$ cat src/rtl/smp_frame_pkg.sv
package smp_frame_pkg;
  typedef enum logic [1:0] {
    RATE_SLOW   = 2'b00,
    RATE_HALF   = 2'b01,
    RATE_QUART  = 2'b10,
    RATE_FAST   = 2'b11
  } rate_e;

  localparam int NUM_RATES = 4;
endpackage

$ cat src/rtl/smp_rate_decode.sv
module smp_rate_decode
  import smp_frame_pkg::*;
#(
  parameter int MAX_PERIOD = 2048,
  parameter int PER_W      = 12
) (
  input  rate_e             rate,
  output logic [PER_W-1:0]  period
);
  logic [PER_W-1:0] per_tbl [NUM_RATES];

  for (genvar i = 0; i < NUM_RATES; i++) begin : g_tbl
    assign per_tbl[i] = PER_W'(MAX_PERIOD >> i);
  end

  assign period = per_tbl[rate];
endmodule

$ cat src/rtl/smp_adv_latch.sv
module smp_adv_latch #(
  parameter int ADV_W = 5
) (
  input  logic             clk,
  input  logic             rst,
  input  logic             dac_on,
  input  logic [ADV_W-1:0] adv_in,
  output logic [ADV_W-1:0] adv_q
);
  always_ff @(posedge clk) begin
    if (rst)          adv_q <= '0;
    else if (!dac_on) adv_q <= adv_in;
  end
endmodule

$ cat src/rtl/smp_load_offset.sv
module smp_load_offset #(
  parameter int PER_W    = 12,
  parameter int SCLK_W   = 9,
  parameter int ADV_W    = 5,
  parameter int ADV_STEP = 8
) (
  input  logic [SCLK_W-1:0] sclk_cycles,
  input  logic [ADV_W-1:0]  adv,
  input  logic [PER_W-1:0]  period,
  output logic [PER_W-1:0]  offset
);
  localparam int BASE_W = (PER_W > SCLK_W) ? PER_W : SCLK_W;
  localparam int SUM_W  = BASE_W + ADV_W + 4;

  logic [SUM_W-1:0] raw;
  logic [SUM_W-1:0] limit;

  always_comb begin
    raw    = SUM_W'(sclk_cycles) + SUM_W'(adv) * SUM_W'(ADV_STEP);
    limit  = SUM_W'(period) - SUM_W'(1);
    offset = (raw > limit) ? PER_W'(limit) : PER_W'(raw);
  end
endmodule

$ cat src/rtl/smp_frame_counter.sv
module smp_frame_counter #(
  parameter int MAX_PERIOD = 2048,
  parameter int PER_W      = 12
) (
  input  logic             clk,
  input  logic             rst,
  input  logic [PER_W-1:0] period_next,
  input  logic [PER_W-1:0] offset,
  output logic [PER_W-1:0] period_cur,
  output logic             frame_strobe,
  output logic             dac_load
);
  logic [PER_W-1:0] cnt;
  logic [PER_W-1:0] last_pos;
  logic [PER_W-1:0] load_pos;
  logic             at_last;

  always_comb begin
    last_pos = period_cur - PER_W'(1);
    load_pos = last_pos - offset;
    at_last  = (cnt == last_pos);
  end

  always_ff @(posedge clk) begin
    if (rst) begin
      cnt          <= '0;
      period_cur   <= PER_W'(MAX_PERIOD);
      frame_strobe <= 1'b0;
      dac_load     <= 1'b0;
    end else begin
      frame_strobe <= at_last;
      dac_load     <= (cnt == load_pos);
      if (at_last) begin
        cnt        <= '0;
        period_cur <= period_next;
      end else begin
        cnt <= cnt + PER_W'(1);
      end
    end
  end
endmodule

$ cat src/rtl/smp_frame_gen.sv
module smp_frame_gen
  import smp_frame_pkg::*;
#(
  parameter int MAX_PERIOD = 2048,
  parameter int ADV_W      = 5,
  parameter int ADV_STEP   = 8,
  parameter int SCLK_W     = 9
) (
  input  logic              clk,
  input  logic              rst,
  input  logic [1:0]        rate_sel,
  input  logic [ADV_W-1:0]  adv_sel,
  input  logic [SCLK_W-1:0] sclk_cycles,
  input  logic              dac_on,
  output logic              frame_strobe,
  output logic              dac_load
);
  localparam int PER_W = $clog2(MAX_PERIOD) + 1;

  logic [PER_W-1:0] period_next;
  logic [PER_W-1:0] period_cur;
  logic [PER_W-1:0] offset;
  logic [ADV_W-1:0] adv_q;

  smp_rate_decode #(.MAX_PERIOD(MAX_PERIOD), .PER_W(PER_W)) u_rate (
    .rate   (rate_e'(rate_sel)),
    .period (period_next)
  );

  smp_adv_latch #(.ADV_W(ADV_W)) u_adv (
    .clk    (clk),
    .rst    (rst),
    .dac_on (dac_on),
    .adv_in (adv_sel),
    .adv_q  (adv_q)
  );

  smp_load_offset #(
    .PER_W(PER_W), .SCLK_W(SCLK_W), .ADV_W(ADV_W), .ADV_STEP(ADV_STEP)
  ) u_off (
    .sclk_cycles (sclk_cycles),
    .adv         (adv_q),
    .period      (period_cur),
    .offset      (offset)
  );

  smp_frame_counter #(.MAX_PERIOD(MAX_PERIOD), .PER_W(PER_W)) u_cnt (
    .clk          (clk),
    .rst          (rst),
    .period_next  (period_next),
    .offset       (offset),
    .period_cur   (period_cur),
    .frame_strobe (frame_strobe),
    .dac_load     (dac_load)
  );
endmodule

$ cat config.mk
export PLATFORM = sky130hd
export DESIGN_NAME = smp_frame_gen
export DESIGN_NICKNAME = d
export VERILOG_FILES = /design/src/rtl/smp_frame_pkg.sv /design/src/rtl/smp_rate_decode.sv /design/src/rtl/smp_adv_latch.sv /design/src/rtl/smp_load_offset.sv /design/src/rtl/smp_frame_counter.sv /design/src/rtl/smp_frame_gen.sv
export SDC_FILE = /design/constraint.sdc
export NUM_CORES = 1
export LEC_CHECK = 0
export BUFFER_PORTS_ARGS = -buffer_cell sky130_fd_sc_hd__buf_4
export CAP_MARGIN = 20
export CORE_MARGIN = 2
export CORE_UTILIZATION = 55
export CTS_BUF_LIST = sky130_fd_sc_hd__clkbuf_8
export CTS_CLUSTER_SIZE = 30
export DETAILED_ROUTE_END_ITERATION = 7
export GPL_ROUTABILITY_DRIVEN = 0
export MAX_ROUTING_LAYER = met4
export PLACE_DENSITY_LB_ADDON = 0.15
export SLEW_MARGIN = 0
export SYNTH_ARGS = -nofsm -noshare
export SYNTH_HDL_FRONTEND = slang
export SYNTH_SLANG_ARGS = --single-unit
$ cat constraint.sdc
create_clock -name clk -period 5.05 [get_ports clk]
set_clock_uncertainty 0.05 [all_clocks]
set_input_delay 0 -clock clk [delete_from_list [all_inputs] [get_ports clk]]
set_output_delay 0 -clock clk [all_outputs]
set_load 0.005 [all_outputs]
## Yosys cells after proc, flatten, opt, wreduce, memory -nomap -nowiden

Index checks and enable logic that the tools add are counted.

| word-level totals | value |
|---|---|
| register bits after elaboration | 31 |
| input port bits | 19 |
| word-level logic and storage cells | 20 |

| cells by class | value |
|---|---|
| add/sub/neg operators | 5 |
| magnitude comparators | 2 |
| equal/unequal tests | 2 |
| muxes and demuxes | 4 |
| bitwise logic cells | 1 |
| reduce and logical (&&, ||, !) cells | 1 |

Operator list:

| cell | number |
|---|---|
| $mux W12 | 3 |
| $bmux W12 S2 | 1 |
| $eq A12 B12 Y1 | 2 |
| $gt A21 B21 Y1 | 1 |
| $sub A12 B1 Y13 const B | 1 |
| $add A12 B1 Y12 const B | 1 |
| $sub A12 B1 Y12 const B | 1 |
| $sub A12 B12 Y12 | 1 |
| $add A9 B8 Y10 | 1 |
| $ge A3 B3 Y1 const B | 1 |
| $not A2 Y3 | 1 |
| $reduce_or A2 Y1 | 1 |

## Longest topological paths before layout

Gate-level depths: netlist (run 1).

| depth | value |
|---|---|
| depth after elaboration | 5 |
| depth in mapped cells | 19 |
| mapped depth without buffers | 19 |

## Modules after synthesis

From an unflattened synthesis (run 1), not the netlist that was laid out.

| second synthesis, totals | value |
|---|---|
| cell total of the unflattened synthesis | 374 |
| area total of the unflattened synthesis | 3163.0 um^2 |

By module, submodules not included:

| module | instances | cells each | area each (um^2) | seq. area each (um^2) |
|---|---|---|---|---|
| smp_frame_counter | 1 | 249 | 2155.8 | 520.5 |
| smp_load_offset | 1 | 96 | 737.0 | 0.0 |
| smp_adv_latch | 1 | 16 | 180.2 | 100.1 |
| smp_rate_decode | 1 | 13 | 90.1 | 0.0 |

## Worst setup path before layout (run 1)

Ideal clock, no wire load.

| timing | value |
|---|---|
| path kind | register to register |
| start point | reg u_adv.adv_q[0] |
| end point | reg u_cnt.dac_load |
| data arrival time | 3794 ps |
| slack | 1146 ps |
| stages on the path, launching flop included | 19 |
| path through | dfxtp_1 ha_1 fa_1 a211oi_1 nor2_1 o21a_1 ha_1 nand3_1 nor4b_1 nand4bb_1 and2_2 mux2i_1 ha_1 xor2_1 xnor2_1 nand2_1 o21ai_0 and4b_1 o2111a_1 |

| between the ends | value |
|---|---|
| longest elaborated chain between the ends | 5 |

RTL lines:

| element | RTL line | text |
|---|---|---|
| start: declaration | smp_adv_latch.sv:8 | `output logic [ADV_W-1:0] adv_q` |
| start signal: assignment | smp_adv_latch.sv:12 | `else if (!dac_on) adv_q <= adv_in;` |
| $add A9 B8 Y10 (*) | smp_load_offset.sv:19 | `raw = SUM_W'(sclk_cycles) + SUM_W'(adv) * SUM_W'(ADV_STEP);` |
| $gt A21 B21 Y1 | smp_load_offset.sv:21 | `offset = (raw > limit) ? PER_W'(limit) : PER_W'(raw);` |
| $mux W12 (*) | smp_load_offset.sv:21 |  |
| $sub A12 B12 Y12 (*) | smp_frame_counter.sv:20 | `load_pos = last_pos - offset;` |
| $eq A12 B12 Y1 (*) | smp_frame_counter.sv:32 | `dac_load <= (cnt == load_pos);` |
| end signal: assignment | smp_frame_counter.sv:32 |  |
| end: declaration | smp_frame_counter.sv:11 | `output logic dac_load` |

Mark *: on every way between the ends. The rest lies on a longest branch, timed or not.
A chain may end at the register's enable or synchronous reset.

## Worst setup path in the final report (run 1)

Ends and elaborated chain as after synthesis.

==> flow_summary.json, run 1 <==
{
  "maxCapViolCount": 0,
  "worst_setup_path_end_kind": "flop",
  "swShare_pct": 26.4,
  "grt_pass1_wl_mm": 5.80,
  "synth_top_area_share_pct": 29.5,
  "vdd_drop_max_mv": 0.143,
  "p_switching_uw": 101,
  "ys_ff_latch": 23,
  "syn-instance-count": 185,
  "yosysSeqAreaShare_pct": 29.5,
  "critical_path.max_stage_delay_ns": 0.43,
  "whs_ns": 0.210,
  "synth_nets": 216,
  "overflow": 0,
  "cp-start-kind": "flop",
  "routed_wirelength_mm": 3.44,
  "crit_type": "flop to flop",
  "hold_path_class": "input pin to flop",
  "die-area_um2": 3280,
  "yosysWarningCount": 0,
  "final_common_cell": "nor2_1",
  "postCtsHoldBufs": 15,
  "clockRootBuffer": "clkbuf_8",
  "relSlewSlack_pct": 67.4,
  "gr-usage-met2_pct": 37.8,
  "h-tree-depth": 1,
  "rsz0062_at_grt": "no",
  "arrival_ns": 4.49,
  "final_cell_mix": "nor2_1, dfxtp_1, buf_4",
  "netlist_top_cells_area": "dfxtp_1, ha_1, nor2_1, xnor2_1, xor2_1",
  "drive_above_1_share_pct": 14.3,
  "cts_tree": "yes",
  "vias_per_cell": 5.67,
  "rows": 19,
  "critical_path_required_ns": 5.21,
  "start_util_pct": 57.2,
  "wl_per_cell_um": 13.9,
  "fin_crit_sh_pct": 85.7,
  "outcome": "finished, final reports clean",
  "hold_violations": 0,
  "ys.flop_type": "dfxtp_1",
  "fmax_ghz": 0.231,
  "worstPathMaxFanout": 4,
  "first_pass_iters": 4,
  "fin_crit_ns": 4.33,
  "p_int_uw": 282,
  "synth.largest_area_cell": "dfxtp_1",
  "coreArea_um2": 2730,
  "area_delta_synth_final_pct": 22.9,
  "final_cells": 248,
  "clk_pin_slew_ns": 0.08,
  "num_vias": 1407,
  "setup_violations": 0,
  "antenna_cells": 0,
  "clk_latency_ns": 0.26,
  "critical_path.top_delay_family": "simple AND/OR/NAND/NOR gates",
  "rr_endpoint": "u_cnt.dac_load",
  "use_met3_pct": 3.40,
  "cts-resized-gates": 0,
  "tightestPinTransition_ns": 0.485,
  "placed_cells": 229,
  "leakagePower_nw": 0.797,
  "antenna_found_initial": 0,
  "r2r_cells": 18,
  "dp_worst_setup_slack_ns": 0.773,
  "grt_max_degree": 14,
  "gr-usage-all-layers_pct": 23.1,
  "grt_busiest_layer": "met2",
  "setup_tns_ns": 0,
  "power_frac_clock_pct": 29.9,
  "power_frac_comb_pct": 20.4,
  "hpwlAfterDp_mm": 2.47,
  "port_buffers": 20,
  "synth-edff-count": 0,
  "syn-cell-area_um2": 1560,
  "finalCoreUtilization_pct": 70.3,
  "yosysUniqueCellTypes": 45,
  "path_cells": "ha_1 > fa_1 > a211oi_1 > nor2_1 > o21a_1 > ha_1 > nand3_1 > nor4b_1 > nand4bb_1 > and2_2 > mux2i_1 > ha_1 > o21a_1 > nor2_1 > nand4b_1 > nand3_1 > and4b_1 > o2111a_1",
  "use_met1_pct": 29.3,
  "async_flop_share_pct": 0,
  "die_x_um": 57.3,
  "final_nets": 249,
  "cts_buffers": 3,
  "min_path_cells": 5,
  "final_antenna_net_count": 0,
  "path_buf_inv": 0,
  "drc": 0,
  "post-cts-setup-buffers": 0,
  "reg2reg_slack_ns": 0.72,
  "cpMostUsedCell": "ha_1",
  "fill_cells": 209,
  "die_h_um": 57.3,
  "r2r-start": "u_adv.adv_q[0]",
  "initialDrtViolationCount": 58,
  "hp-start": "sclk_cycles[2]",
  "io_pins": 21,
  "seq_power_share_pct": 49.7,
  "slew_violations": 0,
  "clock_path_buffers": 2,
  "clock_sinks": 23,
  "timing.final.ws_setup_ns": 0.721,
  "grt_pass1_vias": 1342,
  "avgSynthCellArea_um2": 8.45,
  "power_density_nw_per_um2": 200,
  "holdPathEnd": "u_cnt.dac_load",
  "crit_slowest_cell": "a211oi_1"
}
[worst register-to-register path: stages, from the launching register on]
cell       delay [ns]
dfxtp_1          0.32
ha_1             0.20
fa_1             0.40
a211oi_1         0.43
nor2_1           0.10
o21a_1           0.20
ha_1             0.29
nand3_1          0.07
nor4b_1          0.33
nand4bb_1        0.21
and2_2           0.27
mux2i_1          0.17
ha_1             0.27
o21a_1           0.21
nor2_1           0.14
nand4b_1         0.12
nand3_1          0.11
and4b_1          0.20
o2111a_1         0.17
[kinds of logic after synthesis]
kind of cell,synth area share [%]
flip-flops,29.5
buffers and inverters,2.72
AO/OA/AOI/OAI,15.4
AND/OR/NAND/NOR,26.0
adder cells (fa/ha/maj),10.1
XOR/XNOR,11.2
multiplexers,5.12
[how the worst max path moves through the flow]
stage / start / end / slack, ns / cells after the start
finish: u_adv.adv_q[0] / u_cnt.dac_load / 0.72 / 18
global route: u_adv.adv_q[0] / u_cnt.dac_load / 0.41 / 18
CTS: u_adv.adv_q[0] / u_cnt.dac_load / 0.76 / 18
detailed placement: u_adv.adv_q[0] / u_cnt.dac_load / 0.77 / 18
global placement: u_adv.adv_q[0] / u_cnt.dac_load / 0.97 / 18
floorplan: u_adv.adv_q[0] / u_cnt.dac_load / 1.15 / 18
[stage by stage]
stage / cell area (µm²) / total power, mW
after floorplan: 1560 / 0.241
after global placement: 1720 / 0.262
after detailed placement: 1720 / 0.263
after CTS: 1920 / 0.384
after global routing: 1920 / 0.402
final: 1920 / 0.384
[Yosys cell counts (5+ instances only)]
master / count
mux2i_1: 8
o21ai_0: 5
ha_1: 11
nand3_1: 7
clkbuf_1: 5
dfxtp_1: 23
xor2_1: 10
xnor2_1: 10
nand2_1: 7
nor2_1: 34
a21oi_1: 6
[state kept, by name, indices dropped and copies added, names as in the netlist]
signal,count
u_cnt.cnt,12
u_cnt.frame_strobe,1
u_adv.adv_q,5
u_cnt.dac_load,1
u_cnt.period_cur,4
[cell type report]
type | instances | area, µm² | share of cell area, %
Multi-Input combinational cell | 151 | 1060 | 55.2
Clock buffer | 3 | 41.3 | 2.15
Clock inverter | 1 | 5.00 | 0.261
Inverter | 4 | 15.0 | 0.782
Sequential cell | 23 | 460 | 24.0
Tap cell | 31 | 38.8 | 2.02
Timing Repair Buffer | 35 | 300 | 15.6
[power groups by stage]
stage / clock network [mW] / logic (mW) / registers, mW
after global routing: 0.124 / 0.0865 / 0.192
after global placement: 0 / 0.0671 / 0.194
after detailed placement: 0 / 0.0682 / 0.195
final: 0.115 / 0.0783 / 0.191
after CTS: 0.117 / 0.0766 / 0.191
after floorplan: 0 / 0.0476 / 0.193
[metal layers]
metal / routed length (µm) / part of all wire (%) / vias up
li1: - / - / 721
met1: 1570 / 46 / 648
met2: 1660 / 48 / 34
met3: 169 / 4.9 / 4
met4: 31 / 0.90 / 0
met5: 0 / 0 / -
No activity file was read; power rests on OpenSTA's default activity.
==> run 2: changes to the inputs <==
--- a/config.mk
+++ b/config.mk
@@ -18,4 +18,5 @@
 export SLEW_MARGIN = 0
 export SYNTH_ARGS = -nofsm -noshare
 export SYNTH_HDL_FRONTEND = slang
+export SYNTH_HIERARCHICAL = 1
 export SYNTH_SLANG_ARGS = --single-unit
==> flow_summary.json, run 2 <==
{
  "path_buf_inv": 2,
  "hpwlAfterDp_mm": 5.35,
  "worstPathMaxFanout": 3,
  "critical_path.top_delay_family": "compound AO/OA/AOI/OAI gates",
  "clock_sinks": 31,
  "maxCapViolCount": 0,
  "clk_pin_slew_ns": 0.08,
  "clock_path_buffers": 2,
  "synth.most_common_cell": "nor2_1",
  "synth_common_cells": "nor2_1, xnor2_1, dfxtp_1, inv_1, ha_1",
  "synth-edff-count": 0,
  "final_antenna_net_count": 0,
  "initialDrtViolationCount": 96,
  "crit_slowest_cell": "fa_2",
  "clk_latency_ns": 0.29,
  "yosysWarningCount": 6,
  "final_common_cell": "nor2_1",
  "syn-instance-count": 374,
  "leakagePower_nw": 1.63,
  "final_cell_mix": "nor2_1, xnor2_1, buf_4",
  "critical_path_required_ns": 5.19,
  "first_pass_iters": 5,
  "setup_tns_ns": 0,
  "r2r-start": "u_adv/adv_q[1]",
  "hp-start": "dac_on",
  "io_pins": 21,
  "synth_top_area_share_pct": 19.6,
  "cpMostUsedCell": "a21o_1",
  "die_x_um": 79.8,
  "synth.largest_area_cell": "dfxtp_1",
  "gr-usage-all-layers_pct": 24.2,
  "power_density_nw_per_um2": 180,
  "vias_per_cell": 5.54,
  "netlist_top_cells_area": "dfxtp_1, ha_1, xnor2_1, mux2i_1, xor2_1",
  "whs_ns": 0.0233,
  "slew_violations": 0,
  "overflow": 0,
  "avgSynthCellArea_um2": 8.46,
  "num_vias": 2677,
  "syn-cell-area_um2": 3160,
  "area_delta_synth_final_pct": 17.6,
  "die_h_um": 79.8,
  "cts_buffers": 5,
  "critical_path.max_stage_delay_ns": 0.39,
  "setup_violations": 0,
  "final_nets": 461,
  "antenna_found_initial": 0,
  "clockRootBuffer": "clkbuf_8",
  "grt_max_degree": 22,
  "ys.flop_type": "dfxtp_1",
  "arrival_ns": 5.10,
  "fin_crit_sh_pct": 98.1,
  "cp-start-kind": "flop",
  "vdd_drop_max_mv": 0.147,
  "yosysUniqueCellTypes": 54,
  "path_cells": "ha_4 > a21o_1 > a21oi_2 > o21bai_1 > a21oi_1 > xor2_1 > inv_1 > ha_4 > nand4_1 > a31oi_1 > o221ai_2 > a211oi_2 > mux2i_1 > ha_2 > inv_2 > fa_2 > a21o_1 > a21o_1 > a2111o_1 > a31oi_2 > xnor2_1 > o2111ai_1 > nor4_1",
  "outcome": "finished, final reports clean",
  "drc": 0,
  "yosysSeqAreaShare_pct": 19.6,
  "cts_tree": "yes",
  "grt_pass1_wl_mm": 11.7,
  "top_regs": "u_cnt/cnt: 12 flops, u_cnt/period_cur: 12 flops, u_adv/adv_q: 5 flops",
  "finalCoreUtilization_pct": 67.1,
  "start_util_pct": 57.1,
  "grt_pass1_vias": 2555,
  "fin_crit_ns": 4.96,
  "wl_per_cell_um": 15.4,
  "worst_setup_path_end_kind": "flop",
  "drive_above_1_share_pct": 17.5,
  "async_flop_share_pct": 0,
  "hold_path_class": "input pin to flop",
  "antenna_cells": 0,
  "port_buffers": 20,
  "h-tree-depth": 2,
  "fmax_ghz": 0.202,
  "placed_cell_area_um2": 3330,
  "coreArea_um2": 5540,
  "ys_ff_latch": 31,
  "routed_wirelength_mm": 7.45,
  "rows": 27,
  "hold_violations": 0,
  "cp-startpoint": "u_adv/adv_q[1]",
  "die-area_um2": 6370,
  "crit_type": "flop to flop",
  "fin_area_um2": 3720
}
==> run 2: cell types whose count changed after synthesis, sizes merged, moves of 6 or more <==
cell / before / now
buf: 2 / 16
nor4: 0 / 9
xnor2: 10 / 36
mux2i: 8 / 26
ha: 11 / 29
inv: 4 / 31
nor2: 34 / 45
xor2: 10 / 23
a21oi: 6 / 12
dfxtp: 23 / 31
a21o: 1 / 10
==> run 2: worst paths after layout <==
check / endpoint / slack, ns / depth (start not counted)
max reg2reg: u_cnt/dac_load / 0.09 / 23
max: u_cnt/dac_load / 0.09 / 23
min: u_adv/adv_q[3] / 0.02 / 3
min reg2reg: u_cnt/cnt[0] / 0.50 / 1
==> run 2: routing by layer <==
metal  track usage, %  share of wire (%)
met5                -                  0
met4             7.46                1.6
met3             4.07                4.3
met2             41.7                 47
met1             28.9                 47
==> run 2: per-stage QoR <==
stage	setup slack (ns)	total power [mW]	std cells
after floorplan	0.253	0.397	382
after detailed placement	-0.0168	0.431	457
final	0.0935	0.669	483
after global routing	-0.170	0.709	483
after global placement	0.154	0.429	457
after CTS	0.0471	0.650	479
==> run 2: what timing repair did <==
action / 4_1_cts / 5_1_grt
pin swaps: 6 / 23
setup endpoints to repair: 1 / 1
hold buffers: 14 / 0
gates resized for setup: 4 / 22
buffers inserted: 1 / 4
hold endpoints to repair: 10 / 0
gates cloned: 0 / 0
==> run 2: worst min-delay path: cells and delay by family <==
family | cells | cell delay, ns
mux | 1 | 0.08
simple gates | 1 | 0.10
buf+inv | 1 | 0.14
==> run 2: area by class of cell <==
class	count	area [µm²]
inverter	31	116
fill	456	1820
sequential	31	626
timing repair buffer	47	392
clock inverter	1	5.00
tap	72	90.1
multi-input combinational	295	2410
clock buffer	6	82.6
==> run 2: kinds of logic (layout without fill, tap and decap cells) <==
family	after synthesis	in the layout	synth area share (%)
compound gates	53	53	12.1
simple gates	112	112	18.7
mux	26	26	8.23
other cells	2	10	0.237
buf+inv	56	85	8.94
flops	31	31	19.6
fa+ha+maj	31	31	12.7
xor+xnor	63	63	19.5
==> run 2: power breakdown <==
group / total (mW) / internal [mW] / switching (mW)
clock: 0.205 / 0.107 / 0.0976
combinational: 0.210 / 0.101 / 0.109
sequential: 0.255 / 0.249 / 0.00609
total: 0.669 / 0.457 / 0.213
==> run 3: changes to the inputs <==
--- a/config.mk
+++ b/config.mk
@@ -8,7 +8,7 @@
 export BUFFER_PORTS_ARGS = -buffer_cell sky130_fd_sc_hd__buf_4
 export CAP_MARGIN = 20
 export CORE_MARGIN = 2
-export CORE_UTILIZATION = 55
+export CORE_UTILIZATION = 50
 export CTS_BUF_LIST = sky130_fd_sc_hd__clkbuf_8
 export CTS_CLUSTER_SIZE = 30
 export DETAILED_ROUTE_END_ITERATION = 7
==> flow_summary.json, run 3 (synthesis gave the netlist of run 2 again) <==
{
  "outcome": "finished, final reports clean",
  "final_common_cell": "nor2_1",
  "fin_crit_sh_pct": 98.1,
  "worst_setup_path_end_kind": "flop",
  "crit_type": "flop to flop",
  "whs_ns": 0.0200,
  "fin_crit_ns": 4.96,
  "clk_pin_slew_ns": 0.08,
  "p_int_uw": 469,
  "total_power_uw": 686,
  "final_cell_mix": "nor2_1, xnor2_1, buf_4, inv_1, dfxtp_1",
  "power_density_nw_per_um2": 186,
  "rows": 28,
  "worstPathMaxFanout": 3,
  "dp_worst_setup_slack_ns": -0.0144,
  "clockRootBuffer": "clkbuf_8",
  "setup_violations": 0,
  "final_nets": 460,
  "cts_tree": "yes",
  "final_antenna_net_count": 0,
  "vias_per_cell": 5.49,
  "antenna_cells": 0,
  "die_x_um": 83.5,
  "die-area_um2": 6980,
  "slew_violations": 0,
  "hpwlAfterDp_mm": 5.63,
  "finalCoreUtilization_pct": 61.2,
  "port_buffers": 20,
  "area_delta_synth_final_pct": 16.7,
  "num_vias": 2668,
  "seq_power_share_pct": 37.2,
  "hold_violations": 0,
  "top_regs": "u_cnt/cnt: 12 flops, u_cnt/period_cur: 12 flops, u_adv/adv_q: 5 flops",
  "coreArea_um2": 6030,
  "die_h_um": 83.5,
  "drive_above_1_share_pct": 15.6,
  "power_frac_comb_pct": 29.3,
  "drc": 0,
  "overflow": 0,
  "swShare_pct": 31.6,
  "arrival_ns": 5.10,
  "grt_pass1_wl_mm": 12.6,
  "clock_sinks": 31,
  "cts_buffers": 5,
  "fmax_ghz": 0.202,
  "wl_per_cell_um": 15.6,
  "routed_wirelength_mm": 7.60,
  "io_pins": 21,
  "gr-usage-all-layers_pct": 22.9,
  "critical_path_required_ns": 5.20,
  "hold_path_class": "input pin to flop",
  "tightestPinTransition_ns": 0.564,
  "relSlewSlack_pct": 62.1,
  "grt_max_degree": 22,
  "rsz0062_at_grt": "yes",
  "leakagePower_nw": 1.62,
  "grt_pass1_vias": 2592,
  "initialDrtViolationCount": 93,
  "maxCapViolCount": 0,
  "vdd_drop_max_mv": 0.127,
  "h-tree-depth": 2,
  "start_util_pct": 52.5,
  "cp-start-kind": "flop",
  "power_frac_clock_pct": 33.5,
  "p_switching_uw": 217,
  "clock_path_buffers": 2,
  "antenna_found_initial": 0,
  "timing.final.ws_setup_ns": 0.0945,
  "reg2reg_slack_ns": 0.09,
  "first_pass_iters": 4,
  "clk_latency_ns": 0.30
}
## run 3: power groups by stage
stage / logic [mW] / registers (mW) / clock network, mW
after floorplan: 0.139 / 0.258 / 0
after global placement: 0.170 / 0.260 / 0
after detailed placement: 0.174 / 0.260 / 0
after CTS: 0.188 / 0.255 / 0.236
after global routing: 0.223 / 0.256 / 0.247
final: 0.201 / 0.255 / 0.230
## run 3: timing repair
item	in CTS	in global routing
hold buffers	15	0
hold endpoints to repair	10	0
resized for setup	5	11
pin swaps	5	16
buffers inserted	0	3
setup endpoints to repair	1	1
## run 3: area by class of cell
class	instances	area, µm²
Multi-Input combinational cell	295	2370
Fill cell	548	2340
Sequential cell	31	623
Timing Repair Buffer	46	383
Inverter	31	116
Clock buffer	7	96.3
Tap cell	75	93.8
Clock inverter	1	7.51
## run 3: per-stage QoR
stage / setup TNS, ns / cells / cell area, µm²
floorplan: 0 / 382 / 3190
global placement: 0 / 460 / 3330
detailed placement: -0.0144 / 460 / 3330
CTS: 0 / 483 / 3600
global route: -0.234 / 486 / 3690
finish: 0 / 486 / 3690
## run 3: worst paths after layout
| path | from | end | cells after the start |
|---|---|---|---|
| max | u_adv/adv_q[1] | u_cnt/dac_load | 25 |
| min | rate_sel[0] | u_cnt/period_cur[9] | 4 |
| max reg2reg | u_adv/adv_q[1] | u_cnt/dac_load | 25 |
| min reg2reg | u_cnt/cnt[11] | u_cnt/cnt[11] | 2 |
## run 3: worst max-delay path, stage by stage (launching register included)
cell and delay [ns]:
dfxtp_2 0.35, ha_1 0.28, a21o_1 0.17, a21oi_2 0.17
o21bai_1 0.09, a21oi_1 0.16, xor2_1 0.22, inv_1 0.07
ha_1 0.30, nand4_1 0.12, buf_4 0.12, nor2_1 0.03
nand4_1 0.09, o221ai_2 0.10, a211oi_2 0.22, buf_4 0.18
mux2i_1 0.18, inv_1 0.10, fa_2 0.41, a21o_1 0.16
a21o_1 0.18, a2111o_1 0.40, a31oi_2 0.20, xnor2_1 0.14
o2111ai_1 0.13, nor4_1 0.21
## run 3: metal layers
metal  vias to the layer above  global-route usage, %  part of all wire [%]
met4                         0                   6.74                   2.2
li1                       1346                      -                     -
met5                         -                      -                     0
met1                      1247                   30.1                    46
met3                        12                   2.97                   4.3
met2                        63                   37.2                    47
